**src/rtl/pwm_floor_pkg.sv**
```systemverilog
package pwm_floor_pkg;
  typedef enum logic {
    SIDE_LOW  = 1'b0,
    SIDE_HIGH = 1'b1
  } side_e;
endpackage

```
**src/rtl/pwm_carrier.sv**
```systemverilog
module pwm_carrier #(
  parameter int CW     = 8,
  parameter int LO_THR = 32,
  parameter int HI_THR = 160
) (
  input  logic          clk,
  input  logic          rst_n,
  input  logic          run,
  input  logic [CW-1:0] speed_cmd,
  input  logic [CW-1:0] min_duty,
  input  logic          ilim_trip,
  output logic          hs_req
);
  localparam int SPAN     = HI_THR - LO_THR;
  localparam int SPAN_LOG = $clog2(SPAN);
  localparam int WW       = 2 * CW + 1;
  localparam logic [CW-1:0] LO_C    = CW'(LO_THR);
  localparam logic [CW-1:0] HI_C    = CW'(HI_THR);
  localparam logic [CW-1:0] CNT_MAX = '1;
  localparam logic [CW:0]   FULL_C  = (CW+1)'(1 << CW);
  localparam logic [WW-1:0] SPAN_W  = WW'(SPAN);

  logic [CW-1:0] cnt_q;
  logic [CW:0]   duty_q;
  logic          blank_q;
  logic [CW-1:0] above;
  logic [WW-1:0] wide;
  logic [CW:0]   scaled;
  logic [CW:0]   duty_cmd;
  logic [CW:0]   duty_eff;
  logic          wrap;

  assign above = speed_cmd - LO_C;
  assign wide  = WW'(above) << CW;

  // Scaling: a shift when the threshold span is a power of two.
  if ((SPAN & (SPAN - 1)) == 0) begin : g_shift
    assign scaled = (CW+1)'(wide >> SPAN_LOG);
  end else begin : g_div
    assign scaled = (CW+1)'(wide / SPAN_W);
  end

  always_comb begin
    if (speed_cmd <= LO_C)      duty_cmd = '0;
    else if (speed_cmd >= HI_C) duty_cmd = FULL_C;
    else                        duty_cmd = scaled;
    duty_eff = (duty_cmd > {1'b0, min_duty}) ? duty_cmd : {1'b0, min_duty};
  end

  assign wrap = run && (cnt_q == CNT_MAX);

  always_ff @(posedge clk or negedge rst_n) begin
    if (!rst_n) begin
      cnt_q   <= CNT_MAX;
      duty_q  <= '0;
      blank_q <= 1'b0;
    end else if (!run) begin
      cnt_q   <= CNT_MAX;
      duty_q  <= '0;
      blank_q <= 1'b0;
    end else begin
      cnt_q <= cnt_q + 1'b1;
      if (wrap) begin
        duty_q  <= duty_eff;
        blank_q <= 1'b0;
      end else if (ilim_trip) begin
        blank_q <= 1'b1;
      end
    end
  end

  assign hs_req = run && !blank_q && !ilim_trip && ({1'b0, cnt_q} < duty_q);
endmodule

```
**src/rtl/pwm_deadband.sv**
```systemverilog
module pwm_deadband #(
  parameter int DTW = 4
) (
  input  logic           clk,
  input  logic           rst_n,
  input  logic           run,
  input  logic           hs_req,
  input  logic [DTW-1:0] dead_cfg,
  output logic           hs_en,
  output logic           ls_en
);
  import pwm_floor_pkg::*;

  side_e          side_q;
  side_e          side_want;
  logic [DTW-1:0] gap_q;

  assign side_want = hs_req ? SIDE_HIGH : SIDE_LOW;

  always_ff @(posedge clk or negedge rst_n) begin
    if (!rst_n) begin
      side_q <= SIDE_LOW;
      gap_q  <= '0;
      hs_en  <= 1'b0;
      ls_en  <= 1'b0;
    end else if (!run) begin
      side_q <= SIDE_LOW;
      gap_q  <= dead_cfg;
      hs_en  <= 1'b0;
      ls_en  <= 1'b0;
    end else if (side_want != side_q) begin
      side_q <= side_want;
      gap_q  <= dead_cfg;
      hs_en  <= 1'b0;
      ls_en  <= 1'b0;
    end else if (gap_q != '0) begin
      gap_q  <= gap_q - DTW'(1);
      hs_en  <= 1'b0;
      ls_en  <= 1'b0;
    end else begin
      hs_en  <= (side_q == SIDE_HIGH);
      ls_en  <= (side_q == SIDE_LOW);
    end
  end
endmodule

```
**src/rtl/pwm_bias.sv**
```systemverilog
module pwm_bias #(
  parameter int CW      = 8,
  parameter int CUT_THR = 16
) (
  input  logic          clk,
  input  logic          rst_n,
  input  logic          run,
  input  logic [CW-1:0] speed_cmd,
  input  logic [CW-1:0] min_duty,
  output logic          bias_en
);
  localparam logic [CW-1:0] CUT_C = CW'(CUT_THR);

  logic cut_off;
  assign cut_off = (min_duty == '0) && (speed_cmd < CUT_C);

  always_ff @(posedge clk or negedge rst_n) begin
    if (!rst_n) bias_en <= 1'b0;
    else        bias_en <= run && !cut_off;
  end
endmodule

```
**src/rtl/pwm_floor_gen.sv**
```systemverilog
module pwm_floor_gen #(
  parameter int CW      = 8,
  parameter int DTW     = 4,
  parameter int LO_THR  = 32,
  parameter int HI_THR  = 160,
  parameter int CUT_THR = 16
) (
  input  logic           clk,
  input  logic           rst_n,
  input  logic           run_en,
  input  logic [CW-1:0]  speed_cmd,
  input  logic [CW-1:0]  min_duty,
  input  logic           ilim_trip,
  input  logic [DTW-1:0] dead_cfg,
  output logic           hs_en,
  output logic           ls_en,
  output logic           bias_en
);
  logic hs_req;

  pwm_carrier #(.CW(CW), .LO_THR(LO_THR), .HI_THR(HI_THR)) carrier_i (
    .clk       (clk),
    .rst_n     (rst_n),
    .run       (run_en),
    .speed_cmd (speed_cmd),
    .min_duty  (min_duty),
    .ilim_trip (ilim_trip),
    .hs_req    (hs_req)
  );

  pwm_deadband #(.DTW(DTW)) deadband_i (
    .clk      (clk),
    .rst_n    (rst_n),
    .run      (run_en),
    .hs_req   (hs_req),
    .dead_cfg (dead_cfg),
    .hs_en    (hs_en),
    .ls_en    (ls_en)
  );

  pwm_bias #(.CW(CW), .CUT_THR(CUT_THR)) bias_i (
    .clk       (clk),
    .rst_n     (rst_n),
    .run       (run_en),
    .speed_cmd (speed_cmd),
    .min_duty  (min_duty),
    .bias_en   (bias_en)
  );
endmodule

```
**config.mk**
```make
export PLATFORM = sky130hd
export DESIGN_NAME = pwm_floor_gen
export DESIGN_NICKNAME = d
export VERILOG_FILES = /design/src/rtl/pwm_floor_pkg.sv /design/src/rtl/pwm_carrier.sv /design/src/rtl/pwm_deadband.sv /design/src/rtl/pwm_bias.sv /design/src/rtl/pwm_floor_gen.sv
export SDC_FILE = /design/constraint.sdc
export NUM_CORES = 1
export LEC_CHECK = 0
export BUFFER_PORTS_ARGS = -buffer_cell sky130_fd_sc_hd__buf_2
export CAP_MARGIN = 20
export CORE_UTILIZATION = 30
export DETAILED_ROUTE_END_ITERATION = 6
export PLACE_DENSITY = 0.49
export SLEW_MARGIN = 20
export SYNTH_ARGS = -nofsm -noshare
export SYNTH_HDL_FRONTEND = slang
export SYNTH_HIERARCHICAL = 1
export SYNTH_SLANG_ARGS = --single-unit
```
**constraint.sdc**
```tcl
create_clock -name clk -period 6.75 [get_ports clk]
set_input_delay 1.35 -clock clk [delete_from_list [all_inputs] [get_ports clk]]
set_output_delay 1.35 -clock clk [all_outputs]
set_load 0.1 [all_outputs]
```
==> Implementation_results.wiki, run 1 <==
{| class="wikitable"
! Metric !! Value
|-
| Cell chosen for the clock root || clkbuf_8
|-
| Endpoint of the worst register-to-register path || deadband_i/gap_q[1]
|-
| First-pass iteration count of the detailed router || 4
|-
| Internal Power || 0.323 mW
|-
| Worst Max-Slew Pin Slew || 0.603 ns
|-
| VDD IR-drop max || just over 0.0001 V
|-
| RSZ-0062 raised after global routing || no
|-
| Max-capacitance violation count || 0
|-
| Number of diodes || 0
|-
| Outcome || complete, no violations
|-
| Maximum number of pins on one net before global-route repair || 27
|-
| Cell accounting for the most synthesized area || dfrtp_1
|-
| Fraction of the core area covered by cells at the end of the flow || 36.2%
|-
| Aggregate global-route resource usage || 13.0%
|-
| Crit. End Element || flop
|-
| Count leader, synth || inv_1
|-
| Syn. warnings || 6
|-
| HPWL after detailed placement || 2.90 mm
|-
| Count of buffering cells on the critical path with inverters included || 2
|-
| Worst hold path cell count || 1
|-
| Critical register-to-register path startpoint || carrier_i/cnt_q[4]
|-
| Deepest level of the CTS H-tree || 1
|-
| Crit path kind || input port to flop
|-
| Die Height || 79.4 um
|-
| Setup total negative slack || 0 ns
|-
| Final WS setup || 3.11 ns
|-
| Worst min-delay path category || flop to flop
|-
| Full die area || 6300 sq um
|-
| Insertion delay to the later sink of the worst-skew pair || 0.26 ns
|-
| Nature of the critical path startpoint || input port
|-
| Reg power frac || between 40% and 50%
|-
| Hold worst-path end || carrier_i/cnt_q[0]
|-
| CP arrival || between 3 and 4 ns
|-
| Max Clk Rate || around 0.27 GHz
|-
| DRT antenna net count || 0
|-
| Origin of the worst min-delay path || carrier_i/cnt_q[0]
|-
| Mapped Area || roughly 1800 sq um
|-
| Filler Cells Inserted || around 570
|-
| First-pass GRT wire length || 6.48 mm
|-
| Post-synthesis cell count || 183
|-
| Cells taking the most area after synthesis || dfrtp_1 (25%), ha_1 (13%), dfstp_2 (12%)
|-
| Number of sinks on the clock net || 26
|-
| Final critical-path share of the clock period || 53.9%
|-
| Number of distinct library cell variants in the gate-level netlist after synthesis || 51
|-
| Switching share of total power || 35.6%
|-
| Number of antenna violations at the first check in global routing || 0
|-
| Starting density of the core || 31.8%
|-
| Gp weighted congestion || around 0.86
|-
| Post-synthesis sequential element count || 26
|-
| Max-slew violation count || 0
|-
| Port buffer count || 26
|-
| Avg WL per Cell || 13.0 um
|-
| Number of gates resized after cts || 0
|-
| Post-CTS clock slew at the launch and capture registers of the worst setup and hold paths || around 0.090 ns
|-
| First DRT Iteration DRCs || 20
|-
| Peak per-stage delay on the critical path || 0.34 ns
|-
| Via-to-Cell Ratio || 4.88
|-
| Depth of the worst register-to-register path || 9
|-
| Area occupied by multi-input gates || ~1000 sq um
|-
| Worst Setup Slack post-DPL || between 2 and 3 ns
|-
| Highest fanout seen on the critical path || 8
|-
| Die X || 79.4 um
|-
| Reg2reg setup slack || 4.01 ns
|-
| Clock Path Buffers || 2
|-
| Synthesized net count || 226
|-
| Number of flops mapped to enable cells by yosys || 0
|-
| Count of final hold-check violations || 0
|-
| Layout-stage area growth over the synthesis result || 13.6%
|-
| Core footprint || 5640 sq um
|-
| Leakage power figure || between 0.9 and 1 nW
|-
| Cts bufs inserted || 3
|-
| Worst slew margin relative to its limit || 59.5%
|-
| Layout cell share with drive strength beyond 1 || 21.9%
|-
| Area share of the largest cell type after synthesis || 25.1%
|-
| TritonCTS clock tree || built
|-
| Skew final || 0.00164 ns
|-
| Overall power of the completed layout || roughly 0.50 mW
|-
| Final setup vio count || 0
|-
| Per-instance average area after synthesis || 9.82 sq um
|-
| Final critical-path required period || about 3.6 ns
|-
| Post-CTS setup-driven buffer insertion count || 0
|-
| Crit-path cells || buf_2 > inv_1 > ha_1 > nor3b_1 > a211o_2 > nor2b_1 > ha_1 > a211oi_1 > nor2_1 > o21ai_1 > a211oi_4 > a221o_1
|-
| Most instantiated cells after synthesis || inv_1 (20), ha_1 (19), dfrtp_1 (18)
|-
| Remaining global-route overflow || 0
|-
| Number of vias after detailed routing || 1375
|-
| DRC violations left || 0
|-
| Clock power share || 18.0%
|-
| Final #Nets || 254
|-
| Family of cells with the greatest summed delay on the critical path || compound AO/OA/AOI/OAI gates
|-
| Switching component of the power || 0.179 mW
|-
| Number of global-route vias before repair || approximately 1.4k
|-
| Share of power burned in combinational logic || 38.2%
|-
| Sequential cell area || 661 sq um
|-
| Worst endpoint required time || 6.90 ns
|-
| Main flop type after synthesis || dfrtp_1
|-
| Power density of the placed cells || between 200 and 250 nW/um^2
|-
| Register area share after synthesis || 36.8%
|-
| DRT Wirelength || 3.66 mm
|-
| Cts-stage hold buffer count || 0
|-
| Asr flop ratio synth || 100%
|-
| Crit path max-delay cell type || nor3b_1
|-
| Standard-cell rows || 27
|-
| Cell repeated most along the worst path || ha_1
|-
| Total I/O pin count || 27
|}
[layout by cell type, fill, tap and decap left out, drive strengths merged, types with 2 or more instances in the layout]
| cell type | netlist | layout |
|---|---|---|
| a211oi | 4 | 4 |
| nand2 | 12 | 12 |
| nor2b | 9 | 9 |
| nand3 | 11 | 11 |
| nor4 | 4 | 4 |
| clkbuf | 1 | 4 |
| o21ai | 5 | 5 |
| and2 | 8 | 8 |
| nand2b | 3 | 3 |
| inv | 20 | 20 |
| a211o | 2 | 2 |
| a221o | 5 | 5 |
| xnor2 | 5 | 5 |
| dfstp | 8 | 8 |
| ha | 19 | 19 |
| nor3b | 3 | 3 |
| a22oi | 2 | 2 |
| a21o | 3 | 3 |
| dfrtp | 18 | 18 |
| xor2 | 3 | 3 |
| mux2i | 2 | 2 |
| nor2 | 7 | 7 |
| buf | 2 | 26 |
| mux2 | 3 | 3 |
| a31oi | 2 | 2 |
| nor3 | 7 | 7 |
| o21a | 2 | 2 |
[power groups by stage]
stage / Sequential (mW) / Combinational, mW / Clock, mW
2_1_floorplan: 0.224 / 0.149 / 0
3_3_place_gp: 0.223 / 0.193 / 0
3_5_place_dp: 0.223 / 0.195 / 0
4_1_cts: 0.220 / 0.195 / 0.0931
5_1_grt: 0.225 / 0.225 / 0.0983
6_report: 0.220 / 0.192 / 0.0903
[per-stage QoR]
| stage | hold slack (ns) | instance area [sq um] | instances |
|---|---|---|---|
| after global routing | 0.501 | 2040 | 282 |
| after detailed placement | 0.459 | 2000 | 278 |
| after CTS | 0.482 | 2040 | 282 |
| after global placement | 0.457 | 2000 | 278 |
| final | 0.480 | 2040 | 282 |
| after floorplan | 0.441 | 1800 | 183 |
[flip-flops by register name (all words and copies together) (netlist names)]
name               flops
deadband_i/ls_en       1
deadband_i/gap_q       4
carrier_i/duty_q       9
carrier_i/cnt_q        8
carrier_i/blank_q      1
bias_i/bias_en         1
deadband_i/side_q      1
deadband_i/hs_en       1
[per-layer routing]
| metal | GRT usage [%] | wire [um] | vias up |
|---|---|---|---|
| li1 | - | - | 701 |
| met4 | 4.73 | 31 | 0 |
| met5 | 0 | 0 | - |
| met1 | 17.7 | 1890 | 646 |
| met2 | 21.1 | 1600 | 26 |
| met3 | 1.60 | 128 | 2 |
[final cells by class]
type,count,share of cell area (%)
clock buffer,4,2.21
multi-input combinational,134,51.0
inverter,20,3.68
tap,72,4.41
timing repair buffer,26,6.37
sequential,26,32.4
[how the worst max path moves through the flow]
stage / cells after the start / slack, ns / start / to
3_5_place_dp: 12 / 2.83 / speed_cmd[6] / carrier_i/duty_q[4]
6_report: 12 / 3.11 / speed_cmd[6] / carrier_i/duty_q[1]
4_1_cts: 12 / 3.11 / speed_cmd[6] / carrier_i/duty_q[4]
3_3_place_gp: 12 / 2.83 / speed_cmd[6] / carrier_i/duty_q[2]
2_1_floorplan: 11 / 3.20 / speed_cmd[6] / carrier_i/duty_q[1]
5_1_grt: 12 / 2.95 / speed_cmd[6] / carrier_i/duty_q[4]
[worst register-to-register path: stages (launching register included)]
cell and delay, ns:
dfstp_2 0.57, ha_1 0.25, a21o_1 0.18, a21o_1 0.18, a211oi_1 0.22, nor3b_1 0.09, o41ai_1 0.39, xnor2_1 0.19
nand2_1 0.20, mux2_1 0.36
[logic make-up after synthesis]
family          after synthesis  synth area share, %
fa+ha+maj                    19                 13.2
flops                        26                 36.8
buf+inv                      23                 5.29
xor+xnor                      8                 3.90
mux                           5                 2.99
simple gates                 71                 24.0
compound gates               31                 13.9
Power figures use the tool's default switching activity.
==> run 2: changes to the inputs <==
PLACE_DENSITY = 0.51   (was 0.49)
clock period = 3.2 ns   (was 6.75 ns; I/O delays follow)
==> Implementation_results.wiki, run 2 (synthesized netlist as in run 1, its figures left out) <==
{| class="wikitable"
! Metric !! Value
|-
| HPWL after detailed placement || 2.96 mm (+2.0%)
|-
| DRC violations left || 0 (unchanged)
|-
| Skew final || 0.00548 ns (+0.00384 ns)
|-
| Placed instance count || 282 (+1.4%)
|-
| Top library cells by usage in the layout, fill and taps aside || buf_2 (26), inv_1 (20), ha_1 (19)
|-
| Max Clk Rate || roughly 0.35 GHz
|-
| Count of final hold-check violations || 0 (unchanged)
|-
| Overall power of the completed layout || 1.16 mW (+130%)
|-
| Worst slew margin relative to its limit || 57.8% (-1.7 points)
|-
| Count of buffering cells on the critical path with inverters included || 0 (-2)
|-
| First DRT Iteration DRCs || 61 (+200%)
|-
| Count of placed standard cells in the final layout, fillers left out || 286 (+1.4%)
|-
| Power density of the placed cells || 553 nW/um^2 (+120%)
|-
| Starting density of the core || 31.8% (unchanged)
|-
| DRT antenna net count || 0 (unchanged)
|-
| Cell repeated most along the worst path || a21o_1
|-
| Post-CTS clock slew at the launch and capture registers of the worst setup and hold paths || 0.10 ns (about the same)
|-
| Cts bufs inserted || 3 (unchanged)
|-
| Crit path max-delay cell type || dfstp_2
|-
| Remaining global-route overflow || 0 (unchanged)
|-
| Avg WL per Cell || 13.0 um (+0.30%)
|-
| Leading cell type in the layout, fill and taps excluded || buf_2
|-
| Crit path kind || flop to flop
|-
| Highest fanout seen on the critical path || 6 (-2)
|-
| Layout-stage area growth over the synthesis result || 16.8%
|-
| Final critical-path required period || 2.84 ns
|-
| Core footprint || 5640 sq um (unchanged)
|-
| Maximum number of pins on one net before global-route repair || 27 (unchanged)
|-
| Post-CTS setup-driven buffer insertion count || 0 (unchanged)
|-
| Die X || 79.4 um (unchanged)
|-
| Filler Cells Inserted || 579 (+1.0%)
|-
| Crit-path cells || ha_1 > a21o_1 > a21o_1 > a211oi_1 > nor3b_1 > o41ai_1 > xnor2_1 > nand2_1 > mux2_1
|-
| Layout cell share with drive strength beyond 1 || 23.8% (+1.9 points)
|-
| Final critical-path share of the clock period || between 80 and 90%
|-
| First-pass iteration count of the detailed router || 4 (unchanged)
|-
| Clock Path Buffers || 2 (unchanged)
|-
| Family of cells with the greatest summed delay on the critical path || compound AO/OA/AOI/OAI gates
|-
| Total I/O pin count || 27 (unchanged)
|-
| Worst endpoint required time || 3.37 ns (-3.53 ns)
|-
| Cts-stage hold buffer count || 0 (unchanged)
|-
| Cell chosen for the clock root || clkbuf_8
|-
| Peak per-stage delay on the critical path || 0.57 ns (+0.23 ns)
|-
| Aggregate global-route resource usage || 13.2% (+0.21 points)
|-
| CP arrival || 3.00 ns (-0.79 ns)
|-
| Post-placement cell area || 2030 sq um (+1.5%)
|-
| Worst Max-Slew Pin Slew || 0.629 ns (+0.0258 ns)
|-
| TritonCTS clock tree || built
|-
| Number of flip-flops in the largest register || 9 (unchanged)
|-
| Gp weighted congestion || 0.791 (-7.5%)
|-
| Max-slew violation count || 0 (unchanged)
|-
| Final #Nets || 258 (+1.6%)
|-
| Deepest level of the CTS H-tree || 1 (unchanged)
|-
| Leakage power figure || 0.963 nW (+3.5%)
|-
| DRT Wirelength || 3.72 mm (+1.7%)
|-
| Final setup vio count || 0 (unchanged)
|-
| Setup total negative slack || 0 ns (unchanged)
|-
| Number of vias after detailed routing || 1394 (+1.4%)
|-
| Nature of the critical path startpoint || flop
|-
| Number of antenna violations at the first check in global routing || 0 (unchanged)
|-
| Reg with most FFs || carrier_i/duty_q
|-
| Post-route design area || 2100 sq um (+2.8%)
|-
| Outcome || complete, no violations
|-
| Worst min-delay path category || input port to async pin
|-
| Largest registers || carrier_i/duty_q: 9 flops, carrier_i/cnt_q: 8 flops, deadband_i/gap_q: 4 flops
|-
| Standard-cell rows || 27 (unchanged)
|-
| Number of gates resized after cts || 0 (unchanged)
|-
| Max-capacitance violation count || 0 (unchanged)
|-
| VDD IR-drop max || 0.000212 V (+110%)
|-
| Insertion delay to the later sink of the worst-skew pair || 0.27 ns (about the same)
|-
| Full die area || 6300 sq um (unchanged)
|-
| Number of sinks on the clock net || 26 (unchanged)
|-
| Number of diodes || 0 (unchanged)
|-
| Die Height || 79.4 um (unchanged)
|-
| First-pass GRT wire length || 6.53 mm (+0.85%)
|-
| Fraction of the core area covered by cells at the end of the flow || 37.2% (+1.0 points)
|-
| Crit. End Element || flop
|-
| Number of global-route vias before repair || 1379 (-2.3%)
|-
| Via-to-Cell Ratio || 4.87 (about the same)
|-
| RSZ-0062 raised after global routing || no
|-
| Port buffer count || 26 (unchanged)
|}
## run 2: worst paths after layout
path                               startpoint                   to  slack [ns]  depth (start not counted)
setup reg to reg           carrier_i/cnt_q[4]  deadband_i/gap_q[1]        0.36                          9
max in group asynchronous               rst_n   carrier_i/cnt_q[6]        2.46                          1
min in group clk           carrier_i/cnt_q[0]   carrier_i/cnt_q[0]        0.48                          1
hold / removal                          rst_n  carrier_i/duty_q[2]        0.36                          1
setup / recovery           carrier_i/cnt_q[4]  deadband_i/gap_q[1]        0.36                          9
hold reg to reg            carrier_i/cnt_q[0]   carrier_i/cnt_q[0]        0.48                          1
## run 2: power breakdown
| part | internal, mW | switching [mW] | leakage [nW] |
|---|---|---|---|
| Clock | 0.167 | 0.109 | 0.0357 |
| Sequential | 0.408 | 0.0556 | 0.322 |
| Combinational | 0.192 | 0.228 | 0.606 |
| Total | 0.768 | 0.392 | 0.963 |
## run 2: layer usage
layer | vias to the layer above | share of wire [%] | GRT usage, %
met4 | 0 | 0.16 | 1.64
met2 | 21 | 42 | 19.3
met5 | - | 0 | 0
met1 | 661 | 54 | 20.0
li1 | 710 | - | -
met3 | 2 | 3.9 | 3.20
## run 2: worst reg2reg max path, delay by kind of cell (launching register included)
kind            cells  cell delay (ns)
fa+ha+maj           1             0.25
mux                 1             0.36
simple gates        2             0.32
compound gates      4             1.05
flops               1             0.57
xor+xnor            1             0.19
## run 2: metrics by stage
step | hold WS [ns] | setup slack (ns)
2_1_floorplan | 0.344 | 0.356
3_3_place_gp | 0.457 | 0.125
3_5_place_dp | 0.464 | 0.0994
4_1_cts | 0.374 | 0.345
5_1_grt | 0.382 | 0.122
6_report | 0.355 | 0.362
## run 2: cell type report
| cell class | instances | area, sq um | share of cell area [%] |
|---|---|---|---|
| Inverter | 20 | 75.1 | 3.58 |
| Sequential cell | 26 | 661 | 31.5 |
| Timing Repair Buffer | 30 | 160 | 7.63 |
| Multi-Input combinational cell | 134 | 1040 | 49.6 |
| Clock inverter | 1 | 30.0 | 1.43 |
| Tap cell | 72 | 90.1 | 4.29 |
| Clock buffer | 3 | 41.3 | 1.97 |
==> run 3: changes to the inputs <==
REMOVE_ABC_BUFFERS = 1   (was unset)
==> Implementation_results.wiki, run 3 (synthesized netlist as in run 1, its figures left out) <==
{| class="wikitable"
! Metric !! Value
|-
| Endpoint of the worst register-to-register path || deadband_i/gap_q[0]
|-
| Leakage power figure || 0.962 nW (-0.15%)
|-
| Maximum number of pins on one net before global-route repair || 27 (unchanged)
|-
| Switching component of the power || 0.382 mW (-2.7%)
|-
| Skew final || 0.00400 ns (-0.00148 ns)
|-
| Starting density of the core || 31.8% (unchanged)
|-
| Number of flip-flops in the largest register || 9 (unchanged)
|-
| Reg power frac || 42.5% (+2.5 points)
|-
| First-pass iteration count of the detailed router || 4 (unchanged)
|-
| Full die area || 6300 sq um (unchanged)
|-
| Port buffer count || 26 (unchanged)
|-
| Switching share of total power || 35.0% (+1.2 points)
|-
| VDD IR-drop max || 0.000202 V (-4.4%)
|-
| Filler Cells Inserted || 579 (unchanged)
|-
| Standard-cell rows || 27 (unchanged)
|-
| Detailed route wirelength on metal3 || 97 um (-34%)
|-
| Max-capacitance violation count || 0 (unchanged)
|-
| Family of cells with the greatest summed delay on the critical path || compound AO/OA/AOI/OAI gates
|-
| Count of final hold-check violations || 0 (unchanged)
|-
| Depth of the worst register-to-register path || 9 (unchanged)
|-
| Total I/O pin count || 27 (unchanged)
|-
| Deepest level of the CTS H-tree || 1 (unchanged)
|-
| DRT Wirelength || 3.78 mm (+1.7%)
|-
| Outcome || complete, no violations
|-
| Layout cell share with drive strength beyond 1 || 24.2% (+0.35 points)
|-
| Cts bufs inserted || 3 (unchanged)
|-
| Highest fanout seen on the critical path || 8 (+2)
|-
| Max Clk Rate || 0.343 GHz (-2.6%)
|-
| Internal Power || 0.708 mW (-7.7%)
|-
| Via-to-Cell Ratio || 4.87 (-0.13%)
|-
| Crit path kind || input port to flop
|-
| Crit-path cells || buf_2 > inv_1 > ha_1 > nor3b_1 > a211o_2 > nor2_1 > ha_1 > nand4_1 > o21ai_1 > o21ai_1 > a211oi_4 > a221o_1
|-
| Reg with most FFs || carrier_i/duty_q
|-
| Power density of the placed cells || 522 nW/um^2 (-5.6%)
|-
| Number of vias after detailed routing || 1397 (+0.22%)
|-
| HPWL after detailed placement || 3.02 mm (+1.9%)
|-
| Cts-stage hold buffer count || 0 (unchanged)
|-
| Count of placed standard cells in the final layout, fillers left out || 287 (+0.35%)
|-
| Post-CTS clock slew at the launch and capture registers of the worst setup and hold paths || 0.09 ns (about the same)
|-
| Nature of the critical path startpoint || input port
|-
| First-pass GRT wire length || 6.44 mm (-1.4%)
|-
| Reg2reg setup slack || 0.38 ns (+0.02 ns)
|-
| Number of diodes || 0 (unchanged)
|-
| Peak per-stage delay on the critical path || 0.43 ns (-0.14 ns)
|-
| Post-route design area || 2090 sq um (-0.42%)
|-
| Length of routed wiring on met1 || 2.07 mm (+3.2%)
|-
| Die X || 79.4 um (unchanged)
|-
| Uppermost layer routed || met4
|-
| Final setup vio count || 0 (unchanged)
|-
| Post-CTS setup-driven buffer insertion count || 0 (unchanged)
|-
| Count of buffering cells on the critical path with inverters included || 2 (+2)
|-
| Gp weighted congestion || 0.883 (+12%)
|-
| Cell chosen for the clock root || clkbuf_8
|-
| Number of global-route vias before repair || 1353 (-1.9%)
|-
| Final critical-path required period || 2.91 ns (+0.0764 ns)
|-
| Post-placement cell area || 2030 sq um (+0.37%)
|-
| Insertion delay to the later sink of the worst-skew pair || 0.27 ns (about the same)
|-
| Avg WL per Cell || 13.2 um (+1.3%)
|-
| Core footprint || 5640 sq um (unchanged)
|-
| Die Height || 79.4 um (unchanged)
|-
| Number of gates resized after cts || 0 (unchanged)
|-
| Number of sinks on the clock net || 26 (unchanged)
|-
| Critical register-to-register path startpoint || carrier_i/cnt_q[4]
|-
| Setup total negative slack || 0 ns (unchanged)
|-
| Top library cells by usage in the layout, fill and taps aside || buf_2 (26), inv_1 (20), ha_1 (19)
|-
| Clock power share || 19.4% (-4.4 points)
|-
| Remaining global-route overflow || 0 (unchanged)
|-
| DRC violations left || 0 (unchanged)
|-
| Aggregate global-route resource usage || 13.1% (-0.091 points)
|-
| Crit path max-delay cell type || a211o_2
|-
| CP arrival || 3.07 ns (+0.07 ns)
|-
| Overall power of the completed layout || 1.09 mW (-6.0%)
|-
| Worst Max-Slew Pin Slew || 0.579 ns (-0.0506 ns)
|-
| Number of antenna violations at the first check in global routing || 0 (unchanged)
|-
| Placed instance count || 283 (+0.35%)
|-
| WL met2 || 1.58 mm (+1.1%)
|-
| Max-slew violation count || 0 (unchanged)
|-
| Crit. End Element || flop
|-
| Minimum hold slack || 0.356 ns (+0.00111 ns)
|-
| RSZ-0062 raised after global routing || no
|-
| Worst endpoint required time || 3.35 ns (-0.02 ns)
|-
| Final #Nets || 259 (+0.39%)
|-
| Worst min-delay path category || input port to async pin
|-
| Layout-stage area growth over the synthesis result || 16.3%
|-
| Clock Path Buffers || 2 (unchanged)
|-
| Worst slew margin relative to its limit || 61.2% (+3.4 points)
|-
| DRT antenna net count || 0 (unchanged)
|-
| TritonCTS clock tree || built
|-
| First DRT Iteration DRCs || 66 (+8.2%)
|-
| Largest registers || carrier_i/duty_q: 9 flops, carrier_i/cnt_q: 8 flops, deadband_i/gap_q: 4 flops
|-
| Final critical-path share of the clock period || 91.1% (+2.4 points)
|-
| Share of power burned in combinational logic || 38.2% (+2.0 points)
|-
| Leading cell type in the layout, fill and taps excluded || buf_2
|}
## run 3: stage by stage
step	util, %	setup slack [ns]
2_1_floorplan	-	0.356
3_3_place_gp	36.1	0.0671
3_5_place_dp	36.1	0.0184
4_1_cts	37.0	0.290
5_1_grt	37.0	0.0867
6_report	37.0	0.286
## run 3: worst reg2reg max path, cell delays in order, from the launching register on
cell and delay (ns):
dfstp_2 0.58, ha_1 0.25, a21o_1 0.19, a21o_1 0.19, a211oi_1 0.27, nor3b_1 0.11, o41ai_1 0.40, xnor2_1 0.15
nand2_1 0.22, mux2_2 0.36
## run 3: metal layers
layer	GRT usage, %	up-vias
li1	-	708
met1	19.4	669
met5	0	-
met3	3.09	4
met2	19.6	16
met4	2.18	0
## run 3: layout make-up
cell class	count	area, sq um	share of cell area, %
repair buffers	31	168	8.02
clock buffers	4	55.1	2.63
well taps	72	90.1	4.31
multi-input cells	134	1040	49.8
flip-flops and latches	26	661	31.6
inverters	20	75.1	3.59
## run 3: worst max path at each step
| stage | start | endpoint | slack (ns) | depth (start not counted) |
|---|---|---|---|---|
| final | speed_cmd[6] | carrier_i/duty_q[2] | 0.29 | 12 |
| after global routing | speed_cmd[6] | carrier_i/duty_q[5] | 0.09 | 12 |
| after detailed placement | speed_cmd[6] | carrier_i/duty_q[4] | 0.02 | 12 |
| after floorplan | speed_cmd[6] | carrier_i/duty_q[1] | 0.36 | 11 |
| after CTS | speed_cmd[6] | carrier_i/duty_q[2] | 0.29 | 12 |
| after global placement | speed_cmd[6] | carrier_i/duty_q[1] | 0.07 | 12 |
## run 3: power by group through the flow
stage,combinational (mW),sequential (mW),clock [mW]
global placement,0.415,0.470,0
global route,0.481,0.474,0.232
floorplan,0.304,0.473,0
CTS,0.421,0.465,0.218
finish,0.416,0.463,0.211
detailed placement,0.419,0.471,0
